===== src/rtl/ssp_pkg.sv =====
`timescale 1ns/1ps
package ssp_pkg;
   localparam int RATE_FRAC_W = 19;   // rate word is scaled by 2^19 of the master clock
   typedef enum logic [1:0] {
      FR_IDLE,
      FR_START,
      FR_DATA,
      FR_STOP
   } frame_st_e;
endpackage


===== src/rtl/ssp_sync.sv =====
`timescale 1ns/1ps
module ssp_sync #(
   parameter int          W       = 1,
   parameter logic [W-1:0] RST_VAL = '0
) (
   input  logic         clk,
   input  logic         rst_n,
   input  logic [W-1:0] d,
   output logic [W-1:0] q
);
   for (genvar i = 0; i < W; i++) begin : g_bit
      logic [1:0] ff;
      always_ff @(posedge clk or negedge rst_n) begin
         if (!rst_n) ff <= {2{RST_VAL[i]}};
         else        ff <= {ff[0], d[i]};
      end
      assign q[i] = ff[1];
   end
endmodule


===== src/rtl/ssp_baud_gen.sv =====
`timescale 1ns/1ps
module ssp_baud_gen #(
   parameter int              BR_W     = 16,
   parameter int              OVS_LOG2 = 4,
   parameter logic [BR_W-1:0] BR_RESET = 16'h004C
) (
   input  logic            clk,
   input  logic            rst_n,
   input  logic            we,
   input  logic [BR_W-1:0] wdata,
   output logic            tick
);
   localparam int ACC_W = ssp_pkg::RATE_FRAC_W - OVS_LOG2;
   localparam int SUM_W = ((BR_W > ACC_W) ? BR_W : ACC_W) + 1;
   localparam int HALF  = 1 << (ACC_W - 1);

   if (OVS_LOG2 < 2 || OVS_LOG2 > 4) begin : g_bad_ovs
      $error("ssp_baud_gen: OVS_LOG2 must be 2..4");
   end

   logic [BR_W-1:0]  br;
   logic [ACC_W-1:0] acc;
   logic [SUM_W-1:0] sum;

   assign sum  = SUM_W'(acc) + SUM_W'(br);
   assign tick = |sum[SUM_W-1:ACC_W];

   always_ff @(posedge clk or negedge rst_n) begin
      if (!rst_n) begin
         br  <= BR_RESET;
         acc <= '0;
      end else begin
         acc <= sum[ACC_W-1:0];
         if (we) br <= wdata;
      end
   end

   // with an increment under half the wrap, two overflows cannot be adjacent
   assert_tick_gap_R8: assert property (@(posedge clk) disable iff (!rst_n)
      (tick && !we && (int'(br) < HALF)) |=> !tick);
endmodule


===== src/rtl/ssp_spi_slave.sv =====
`timescale 1ns/1ps
module ssp_spi_slave #(
   parameter int W = 8
) (
   input  logic         clk,
   input  logic         rst_n,
   input  logic         en,
   input  logic         cs_s,
   input  logic         sclk_s,
   input  logic         sdi_s,
   input  logic         pend_valid,
   input  logic [W-1:0] pend_data,
   output logic         pend_take,
   output logic         rx_valid,
   output logic [W-1:0] rx_data,
   output logic         sdo,
   output logic         sdo_oe
);
   localparam int CW = $clog2(W);

   logic          active, act_q, sclk_q, rise, fall, load;
   logic [CW-1:0] bitcnt;
   logic [W-1:0]  rsh, tsh;

   assign active    = en & ~cs_s;
   assign rise      = active & sclk_s & ~sclk_q;
   assign fall      = active & ~sclk_s & sclk_q;
   assign load      = (active & ~act_q) | (rise & (bitcnt == CW'(W-1)));
   assign pend_take = load & pend_valid;
   assign sdo       = tsh[W-1];
   assign sdo_oe    = active;
   assign rx_data   = rsh;

   always_ff @(posedge clk or negedge rst_n) begin
      if (!rst_n) begin
         act_q    <= 1'b0;
         sclk_q   <= 1'b0;
         bitcnt   <= '0;
         rsh      <= '0;
         tsh      <= '0;
         rx_valid <= 1'b0;
      end else begin
         act_q    <= active;
         sclk_q   <= sclk_s;
         rx_valid <= 1'b0;
         if (!active) begin
            bitcnt <= '0;
            rsh    <= '0;
            tsh    <= '0;
         end else begin
            if (rise) begin
               rsh <= {rsh[W-2:0], sdi_s};
               if (bitcnt == CW'(W-1)) begin
                  bitcnt   <= '0;
                  rx_valid <= 1'b1;
               end else begin
                  bitcnt <= bitcnt + 1'b1;
               end
            end
            if (load)                      tsh <= pend_valid ? pend_data : '0;
            else if (fall && bitcnt != '0) tsh <= {tsh[W-2:0], 1'b0};
         end
      end
   end

   // a byte taken from the buffer presents its MSB on the next cycle
   assert_msb_after_take_R3: assert property (@(posedge clk) disable iff (!rst_n)
      pend_take |=> (!active || sdo == $past(pend_data[W-1])));
   // releasing chip select drops any partial byte
   assert_partial_cleared_R4: assert property (@(posedge clk) disable iff (!rst_n)
      (en && $rose(cs_s)) |=> (bitcnt == '0 && tsh == '0));
endmodule


===== src/rtl/ssp_uart.sv =====
`timescale 1ns/1ps
module ssp_uart #(
   parameter int W        = 8,
   parameter int OVS_LOG2 = 4
) (
   input  logic         clk,
   input  logic         rst_n,
   input  logic         en,
   input  logic         cs_s,
   input  logic         rx_s,
   input  logic         tick,
   input  logic         pend_valid,
   input  logic [W-1:0] pend_data,
   output logic         pend_take,
   output logic         rx_valid,
   output logic [W-1:0] rx_data,
   output logic         rx_err,
   output logic         tx_o,
   output logic         tx_oe
);
   import ssp_pkg::*;
   localparam int OVS = 1 << OVS_LOG2;
   localparam int CW  = $clog2(W);
   localparam logic [OVS_LOG2-1:0] MID  = OVS_LOG2'(OVS/2 - 1);
   localparam logic [OVS_LOG2-1:0] LAST = OVS_LOG2'(OVS - 1);

   logic active;
   assign active = en & ~cs_s;
   assign tx_oe  = active;

   // receiver
   frame_st_e           r_st;
   logic [OVS_LOG2-1:0] r_cnt;
   logic [CW-1:0]       r_bit;
   logic [W-1:0]        r_sh;
   logic                armed;

   assign rx_data = r_sh;

   always_ff @(posedge clk or negedge rst_n) begin
      if (!rst_n) begin
         r_st <= FR_IDLE; r_cnt <= '0; r_bit <= '0; r_sh <= '0;
         armed <= 1'b0; rx_valid <= 1'b0; rx_err <= 1'b0;
      end else begin
         rx_valid <= 1'b0;
         rx_err   <= 1'b0;
         if (!active) begin
            r_st  <= FR_IDLE;
            armed <= 1'b0;
         end else if (tick) begin
            case (r_st)
               FR_IDLE: begin
                  if (rx_s) armed <= 1'b1;
                  else if (armed) begin
                     r_st <= FR_START; r_cnt <= '0; armed <= 1'b0;
                  end
               end
               FR_START: begin
                  if (r_cnt == MID) begin
                     r_cnt <= '0; r_bit <= '0;
                     r_st  <= rx_s ? FR_IDLE : FR_DATA;
                  end else r_cnt <= r_cnt + 1'b1;
               end
               FR_DATA: begin
                  if (r_cnt == LAST) begin
                     r_cnt <= '0;
                     r_sh  <= {rx_s, r_sh[W-1:1]};
                     if (r_bit == CW'(W-1)) r_st <= FR_STOP;
                     else                   r_bit <= r_bit + 1'b1;
                  end else r_cnt <= r_cnt + 1'b1;
               end
               default: begin
                  if (r_cnt == LAST) begin
                     r_cnt <= '0; r_st <= FR_IDLE;
                     rx_valid <= 1'b1; rx_err <= ~rx_s;
                  end else r_cnt <= r_cnt + 1'b1;
               end
            endcase
         end
      end
   end

   // transmitter
   frame_st_e           t_st;
   logic [OVS_LOG2-1:0] t_cnt;
   logic [CW-1:0]       t_bit;
   logic [W-1:0]        t_sh;

   assign pend_take = active & (t_st == FR_IDLE) & pend_valid;

   always_ff @(posedge clk or negedge rst_n) begin
      if (!rst_n) begin
         t_st <= FR_IDLE; t_cnt <= '0; t_bit <= '0; t_sh <= '0; tx_o <= 1'b1;
      end else if (!active) begin
         t_st <= FR_IDLE; tx_o <= 1'b1;
      end else begin
         case (t_st)
            FR_IDLE: if (pend_take) begin
               t_sh <= pend_data; t_st <= FR_START; t_cnt <= '0; tx_o <= 1'b0;
            end
            FR_START: if (tick) begin
               if (t_cnt == LAST) begin
                  t_cnt <= '0; t_bit <= '0; t_st <= FR_DATA; tx_o <= t_sh[0];
               end else t_cnt <= t_cnt + 1'b1;
            end
            FR_DATA: if (tick) begin
               if (t_cnt == LAST) begin
                  t_cnt <= '0;
                  if (t_bit == CW'(W-1)) begin
                     t_st <= FR_STOP; tx_o <= 1'b1;
                  end else begin
                     t_bit <= t_bit + 1'b1;
                     t_sh  <= {1'b1, t_sh[W-1:1]};
                     tx_o  <= t_sh[1];
                  end
               end else t_cnt <= t_cnt + 1'b1;
            end
            default: if (tick) begin
               if (t_cnt == LAST) begin
                  t_cnt <= '0; t_st <= FR_IDLE;
               end else t_cnt <= t_cnt + 1'b1;
            end
         endcase
      end
   end

   // accepting a byte puts the start bit on the line in the next cycle
   assert_start_after_take_R7: assert property (@(posedge clk) disable iff (!rst_n)
      pend_take |=> (!active || !tx_o));
   // an error flag only comes with a received byte
   assert_err_with_valid_R6: assert property (@(posedge clk) disable iff (!rst_n)
      rx_err |-> rx_valid);
endmodule


===== src/rtl/serial_slave_port.sv =====
`timescale 1ns/1ps
module serial_slave_port #(
   parameter int              W        = 8,
   parameter int              BR_W     = 16,
   parameter logic [BR_W-1:0] BR_RESET = 16'h004C,
   parameter int              OVS_LOG2 = 4
) (
   input  logic            clk,
   input  logic            rst_n,
   input  logic            mode_sel,
   input  logic            cs_n,
   input  logic            sclk,
   input  logic            sdi_rx,
   output logic            so,
   output logic            so_oe,
   input  logic            baud_we,
   input  logic [BR_W-1:0] baud_wdata,
   input  logic            tx_valid,
   input  logic [W-1:0]    tx_data,
   output logic            tx_ready,
   output logic            rx_valid,
   output logic [W-1:0]    rx_data,
   output logic            rx_err
);
   if (W < 2) begin : g_bad_w
      $error("serial_slave_port: W must be at least 2");
   end

   logic mode_s, cs_s, sclk_s, din_s;
   ssp_sync #(.W(4), .RST_VAL(4'b1101)) u_sync (
      .clk(clk), .rst_n(rst_n),
      .d({mode_sel, cs_n, sclk, sdi_rx}),
      .q({mode_s, cs_s, sclk_s, din_s})
   );

   logic tick;
   ssp_baud_gen #(.BR_W(BR_W), .OVS_LOG2(OVS_LOG2), .BR_RESET(BR_RESET)) u_baud (
      .clk(clk), .rst_n(rst_n), .we(baud_we), .wdata(baud_wdata), .tick(tick)
   );

   // one-byte transmit holding buffer shared by both engines
   logic         pend_valid, pend_take, s_take, u_take;
   logic [W-1:0] pend_data;
   assign tx_ready  = ~pend_valid;
   assign pend_take = s_take | u_take;

   always_ff @(posedge clk or negedge rst_n) begin
      if (!rst_n) begin
         pend_valid <= 1'b0;
         pend_data  <= '0;
      end else if (tx_valid && !pend_valid) begin
         pend_valid <= 1'b1;
         pend_data  <= tx_data;
      end else if (pend_take) begin
         pend_valid <= 1'b0;
      end
   end

   logic         s_rv, s_sdo, s_oe;
   logic [W-1:0] s_rd;
   ssp_spi_slave #(.W(W)) u_spi (
      .clk(clk), .rst_n(rst_n), .en(~mode_s), .cs_s(cs_s), .sclk_s(sclk_s),
      .sdi_s(din_s), .pend_valid(pend_valid), .pend_data(pend_data),
      .pend_take(s_take), .rx_valid(s_rv), .rx_data(s_rd), .sdo(s_sdo), .sdo_oe(s_oe)
   );

   logic         u_rv, u_err, u_tx, u_oe;
   logic [W-1:0] u_rd;
   ssp_uart #(.W(W), .OVS_LOG2(OVS_LOG2)) u_uart (
      .clk(clk), .rst_n(rst_n), .en(mode_s), .cs_s(cs_s), .rx_s(din_s), .tick(tick),
      .pend_valid(pend_valid), .pend_data(pend_data), .pend_take(u_take),
      .rx_valid(u_rv), .rx_data(u_rd), .rx_err(u_err), .tx_o(u_tx), .tx_oe(u_oe)
   );

   assign rx_valid = mode_s ? u_rv  : s_rv;
   assign rx_data  = mode_s ? u_rd  : s_rd;
   assign rx_err   = mode_s & u_err;
   assign so       = mode_s ? u_tx  : s_sdo;
   assign so_oe    = mode_s ? u_oe  : s_oe;

   // at most one engine drains the buffer
   assert_single_taker_R1: assert property (@(posedge clk) disable iff (!rst_n)
      $onehot0({s_take, u_take}));
   // deselected port never drives the pin
   assert_released_R9: assert property (@(posedge clk) disable iff (!rst_n)
      cs_s |-> !so_oe);
   // a full buffer keeps its byte until taken
   assert_hold_full_R10: assert property (@(posedge clk) disable iff (!rst_n)
      (pend_valid && !pend_take) |=> (pend_valid && $stable(pend_data)));
   // receive strobe lasts one cycle
   assert_valid_pulse_R11: assert property (@(posedge clk) disable iff (!rst_n)
      rx_valid |=> !rx_valid);
endmodule


===== config.mk =====
export PLATFORM = sky130hd
export DESIGN_NAME = serial_slave_port
export DESIGN_NICKNAME = d
export VERILOG_FILES = /design/src/rtl/ssp_pkg.sv /design/src/rtl/ssp_sync.sv /design/src/rtl/ssp_baud_gen.sv /design/src/rtl/ssp_spi_slave.sv /design/src/rtl/ssp_uart.sv /design/src/rtl/serial_slave_port.sv
export SDC_FILE = /design/constraint.sdc
export NUM_CORES = 1
export LEC_CHECK = 0
export BUFFER_PORTS_ARGS = -buffer_cell sky130_fd_sc_hd__buf_2
export CORE_MARGIN = 3
export CORE_UTILIZATION = 59
export DETAILED_ROUTE_END_ITERATION = 8
export PLACE_DENSITY_LB_ADDON = 0.2
export SETUP_SLACK_MARGIN = 0.2
export SLEW_MARGIN = 20
export SYNTH_ARGS = -nofsm -noshare
export SYNTH_HDL_FRONTEND = slang
export SYNTH_HIERARCHICAL = 1
export SYNTH_SLANG_ARGS = --single-unit

===== constraint.sdc =====
create_clock -name clk -period 3.4 [get_ports clk]
set_clock_uncertainty 0.1 [all_clocks]
set_input_delay 0.51 -clock clk [delete_from_list [all_inputs] [get_ports clk]]
set_output_delay 0.51 -clock clk [all_outputs]
set_load 0.05 [all_outputs]

=== Yosys cells after proc, flatten, opt, wreduce, memory -nomap -nowiden ===
Index checks and enable logic that the tools add are counted.

* Register bits: 108
* Input port bits: 32
* Output and inout port bits: 13

* Add/sub/neg operators: 6
* Equal/unequal tests: 40
* Mux-type cells: 82
* Bitwise logic cells: 21
* Reductions and logical operators: 23

{| class="wikitable"
|+ Operator list
! cell !! number
|-
| 2-to-1 mux 8 bit || 11
|-
| 2-to-1 mux 2 bit || 18
|-
| 2-to-1 mux 3 bit || 11
|-
| 2-to-1 mux 4 bit || 8
|-
| 2-to-1 mux 1 bit || 27
|-
| != test 3 x 2 -> 1 bit, second input constant || 8
|-
| AND reduction 6 bit || 3
|-
| adder 15 x 16 -> 17 bit || 1
|-
| one-hot mux 8 bit (2 select lines) || 1
|-
| != test 2 x 1 -> 1 bit, second input constant || 7
|-
| != test 2 bit, second input constant || 7
|-
| AND reduction 7 bit || 2
|-
| bitwise AND 1 bit || 12
|-
| != test 3 bit, second input constant || 4
|-
| one-hot mux 2 bit (3 select lines) || 2
|-
| one-hot mux 3 bit (2 select lines) || 2
|-
| nonzero test 2 bit || 5
|-
| adder 3 x 1 -> 3 bit, second input constant || 3
|-
| equality test 3 bit, second input constant || 3
|-
| adder 4 x 1 -> 4 bit, second input constant || 2
|-
| equality test 4 bit, second input constant || 2
|-
| != test 4 x 1 -> 1 bit, second input constant || 2
|-
| one-hot mux 4 bit (2 select lines) || 1
|-
| AND reduction 4 bit || 2
|-
| other kinds (16) || 28
|}

=== Longest topological paths before layout ===
* Word-level depth: 10
* Gate-level depth with buffers: 13
* Gate-level depth less buffers: 11

=== Cells and area by module ===
Netlist, hierarchy kept.

{| class="wikitable"
|+ By module, submodules not included
! module !! times used !! cells each !! area each (sq um) !! sequential area each (sq um)
|-
| ssp_uart || 1 || 204 || 2102.0 || 952.2
|-
| ssp_baud_gen || 1 || 134 || 1645.3 || 779.5
|-
| ssp_spi_slave || 1 || 112 || 1109.8 || 550.5
|-
| serial_slave_port || 1 || 36 || 523.0 || 225.2
|-
| ssp_sync || 1 || 12 || 237.7 || 207.7
|}

=== Worst setup path before layout ===
OpenSTA, ideal clock, no wires.

* Kind: reg-to-reg
* From: reg u_baud.br[0]
* To: reg u_uart.r_bit[0]
* Library setup time: 125 ps
* Data arrival time: 2785 ps
* Data required time: 3175 ps
* Path slack: 391 ps
* Stages on the path, launching flop included: 12
* Path buffers: 1
* Period minus slack after synthesis: 3009 ps
* Cells stage by stage: dfrtp_1 -> ha_1 -> fa_1 -> a211oi_2 -> o211ai_1 -> a311oi_2 -> o2111ai_1 -> o21a_1 -> buf_2 -> and3_1 -> nand3_1 -> mux2_2

* Word-level cells in the longest chain between the ends: 3

{| class="wikitable"
|+ RTL lines
! element !! RTL line !! RTL
|-
| start: declaration || ssp_baud_gen.sv:21 || <nowiki>logic [BR_W-1:0] br;</nowiki>
|-
| start signal: assignment || ssp_baud_gen.sv:34 || <nowiki>if (we) br <= wdata;</nowiki>
|-
| adder 15 x 16 -> 17 bit || ssp_baud_gen.sv:25 || <nowiki>assign sum = SUM_W'(acc) + SUM_W'(br);</nowiki>
|-
| OR reduction 2 bit || ssp_baud_gen.sv:26 || <nowiki>assign tick = |sum[SUM_W-1:ACC_W];</nowiki>
|-
| named net tick || serial_slave_port.sv:36 || <nowiki>logic tick;</nowiki>
|-
| AND reduction 6 bit (no line) || -- ||
|-
| end signal: assignment || ssp_uart.sv:69 || <nowiki>else r_bit <= r_bit + 1'b1;</nowiki>
|-
| end: declaration || ssp_uart.sv:34 || <nowiki>logic [CW-1:0] r_bit;</nowiki>
|}

The timed path passes the listed nets, and every way through them passes these cells.
A chain may end at the register's enable or synchronous reset.

=== Worst setup path after layout ===
* From: reg u_baud.br[0]
* To: reg u_uart.tx_o

* Word-level cells in the longest chain between the ends: 4
* Elaborated cells between the ends (all ways): 5

{| class="wikitable"
|+ RTL lines
! element !! RTL line !! RTL
|-
| adder 15 x 16 -> 17 bit * || ssp_baud_gen.sv:25 ||
|-
| OR reduction 2 bit * || ssp_baud_gen.sv:26 ||
|-
| named net tick || serial_slave_port.sv:36 ||
|-
| != test 3 bit (no line) || -- ||
|-
| AND reduction 6 bit (no line) * || -- ||
|-
| end signal: assignment || ssp_uart.sv:114 || <nowiki>tx_o <= t_sh[1];</nowiki>
|-
| end: declaration || ssp_uart.sv:18 || <nowiki>output logic tx_o,</nowiki>
|}

Mark *: on every way through the listed nets, which the timed path passes. The rest lies on a longest branch.

==> flow_summary.toml <==
[run_status]
status = "finished, violations left"
violations = "hold timing"

[finish]
area_delta_synth_final_pct = 11.3
insertedDiodeCount = 0
final_core_util = 0.696
nFillCells = 678
layout-drive-gt1-share = 0.297
fin_cells = 675
design_area_mm2 = 0.00625
fin_nets = 604

[sta]
period_needed_ns = 3.09
fin_ws_ns = 0.310
rsz0062_at_grt = "false"
whs_ns = -0.00920
slew_headroom = 0.339
slew_viol_final = 0
setup_tns_ns = 0
finalHoldViolCount = 10
finalCritPeriodShare = 0.909
tightest_slew_ns = 0.989
setup_viol = 0
fmaxAchievable_ghz = 0.324

[synthesis]
synth_area_mm2 = 0.00562
synth_cells = 498
yosys.area.top_type = "dfrtp_1"
synthArstFlopShare = 1.00
synth_flop_cell = "dfrtp_1"
synth_edf_count = 0
synth_cell_types = 63
synth_top_area_share = 0.437
synth-seq-cells = 108
syn_area_per_cell_um2 = 11.3
synth_nets = 558
yosys_warnings = 6
synth.most_common_cell = "dfrtp_1"
yosysSeqAreaShare = 0.483
synth_common_cells = "98 x dfrtp_1, 42 x nand2_1, 39 x mux2_2"
synthTopCellsByArea = "dfrtp_1 44%, mux2_2 7.8%, ha_1 6.0%"

[floorplan]
die_w_um = 104
die_h_um = 104
dieArea_mm2 = 0.0107
coreArea_mm2 = 0.00898
ios = 45
rows = 34
initial_core_util = 0.626

[power_and_ir_drop]
peakVddDrop_uv = 387
power_frac_comb = 0.398
switching_share = 0.361
total_power_mw = 4.10
p_sw_mw = 1.48
seq_power_share = 0.422
p_leak_nw = 2.86
pwr_density_cell_mw_per_mm2 = 655
p_int_mw = 2.62
pwr-share-clk = 0.180

[setup_path]
r2r_end = "u_uart/tx_o"
critPathCaptureType = "register"
cp.arrival_ns = 3.24
crit_path_max_fanout = 8
path_buf_inv = 0
slowest_delay_ns = 0.39
reg2reg_slack_ns = 0.31
crit_chain = "ha_1 > fa_2 > a211oi_2 > o211ai_1 > a311oi_2 > o2111ai_2 > o21a_2 > and4_2 > nor2_1 > o21ai_0 > o311ai_0"
r2r_cells = 11
cp.depth = 11
start_kind = "register"
slowest_stage = "dfrtp_1"
critical_path_required_ns = 3.55
timing.rr.start = "u_baud/br[0]"
cp_top_family = "compound AO/OA/AOI/OAI gates"
critical_path_class = "register to register"

[placement]
dp_hpwl_um = 7740
portBuffers = 44
globalplace.congestion = 0.828
placed_cell_area_mm2 = 0.00588
place_inst = 646
pre_cts_ws_ns = 0.0349

[routing]
postRouteAntennaNets = 0
first_pass_iters = 5
vias = 3936
drt_iter0_markers = 212
drc = 0
routed_wl_um = 11000
vias_per_cell = 5.83
wl_per_cell_um = 16.4

[hold_path]
hold_path.class = "input pin to async pin"

[flow_run]
max_cap_viol_count = 0

[grt]
grt_pass1_vias = 3829
grt_antenna_before_repair = 0
grt_remaining_overflow = 0
grt_pass1_wl_um = 18800
grt.total_usage = 0.210
grt_max_degree = 74

[clocking]
worstSkewPairLatency_ns = 0.37
clkSlewWorstSetupHoldPaths_ns = 0.11
cts-root-buf = "clkbuf_8"
cts_tree = "built"
numCtsBuffers = 9
clk_path_buf_depth = 2
cts_htree_levels = 3
cts.sinks = 108
power by group through the flow:
stage | logic, mW | registers, mW | clock network [mW]
floorplan | 1.18 | 1.67 | 0
global placement | 1.36 | 1.74 | 0
detailed placement | 1.42 | 1.75 | 0
CTS | 1.48 | 1.73 | 0.764
global route | 1.80 | 1.77 | 0.821
finish | 1.63 | 1.73 | 0.737
cell families after synthesis:
kind of cell,after synthesis,synth area share
AO/OA/AOI/OAI,127,0.157
AND/OR/NAND/NOR,121,0.118
flip-flops,108,0.483
multiplexers,56,0.116
buffers and inverters,44,0.0405
adder cells (fa/ha/maj),28,0.0637
XOR/XNOR,14,0.0218
how the worst max path moves through the flow:
stage	startpoint	to	slack [ns]
6_report	u_baud/br[0]	u_uart/tx_o	0.31
5_1_grt	u_baud/br[0]	u_uart/t_sh[0]	0.14
2_1_floorplan	u_baud/br[0]	u_uart/r_bit[0]	0.39
3_3_place_gp	u_baud/br[2]	u_uart/rx_data[3]	0.22
4_1_cts	u_baud/br[2]	u_uart/rx_data[5]	0.20
3_5_place_dp	u_baud/br[1]	u_uart/rx_data[5]	0.03
cell type report:
cell class              instances  area, µm²  share of cell area
clock buffers                  10        128              0.0204
clock inverters                 6       56.3             0.00901
inverters                      17       63.8              0.0102
multi-input cells             347       2760               0.442
flip-flops and latches        108       2720               0.434
well taps                     126        158              0.0252
repair buffers                 61        370              0.0592
cell usage in the layout (no fill, tap or decap), types with 7 or more instances in the layout:
| cell type | instances |
|---|---|
| buf_2 | 43 |
| dfstp_2 | 10 |
| nand2b_1 | 8 |
| clkbuf_8 | 9 |
| buf_4 | 15 |
| xnor2_1 | 8 |
| mux2_2 | 39 |
| nand2_1 | 42 |
| a22oi_1 | 14 |
| a2bb2oi_1 | 7 |
| a21oi_1 | 29 |
| o21ai_1 | 8 |
| mux2_4 | 8 |
| inv_1 | 16 |
| a21o_1 | 14 |
| o21ai_0 | 17 |
| mux2i_1 | 9 |
| ha_1 | 26 |
| nor2_1 | 21 |
| dfrtp_1 | 98 |
state kept, by name, summed over array words and instances, names as in the netlist, 8 cells and up:
register         cells
u_baud/br           16
u_baud/acc          15
pend_data            8
u_spi/rx_data        8
u_spi/tsh            8
u_sync/g_bit.ff      8
u_uart/rx_data       8
u_uart/t_sh          8
repair_timing:
item,CTS,global route
setup buffers,2,10
gates resized for setup,6,13
gates cloned,1,0
pin swaps,1,10
endpoints found under the setup margin,16,25
hold buffers,0,0
routing by layer:
layer,vias up,wire length [µm],share of wire,GRT usage
met3,7,314,0.028,0.0491
met1,1958,5050,0.46,0.286
met4,0,59,0.0053,0.0456
met2,76,5610,0.51,0.346
met5,-,0,0,0
li1,1895,-,-,-
Note: power is estimated with default switching activity, not from simulation.
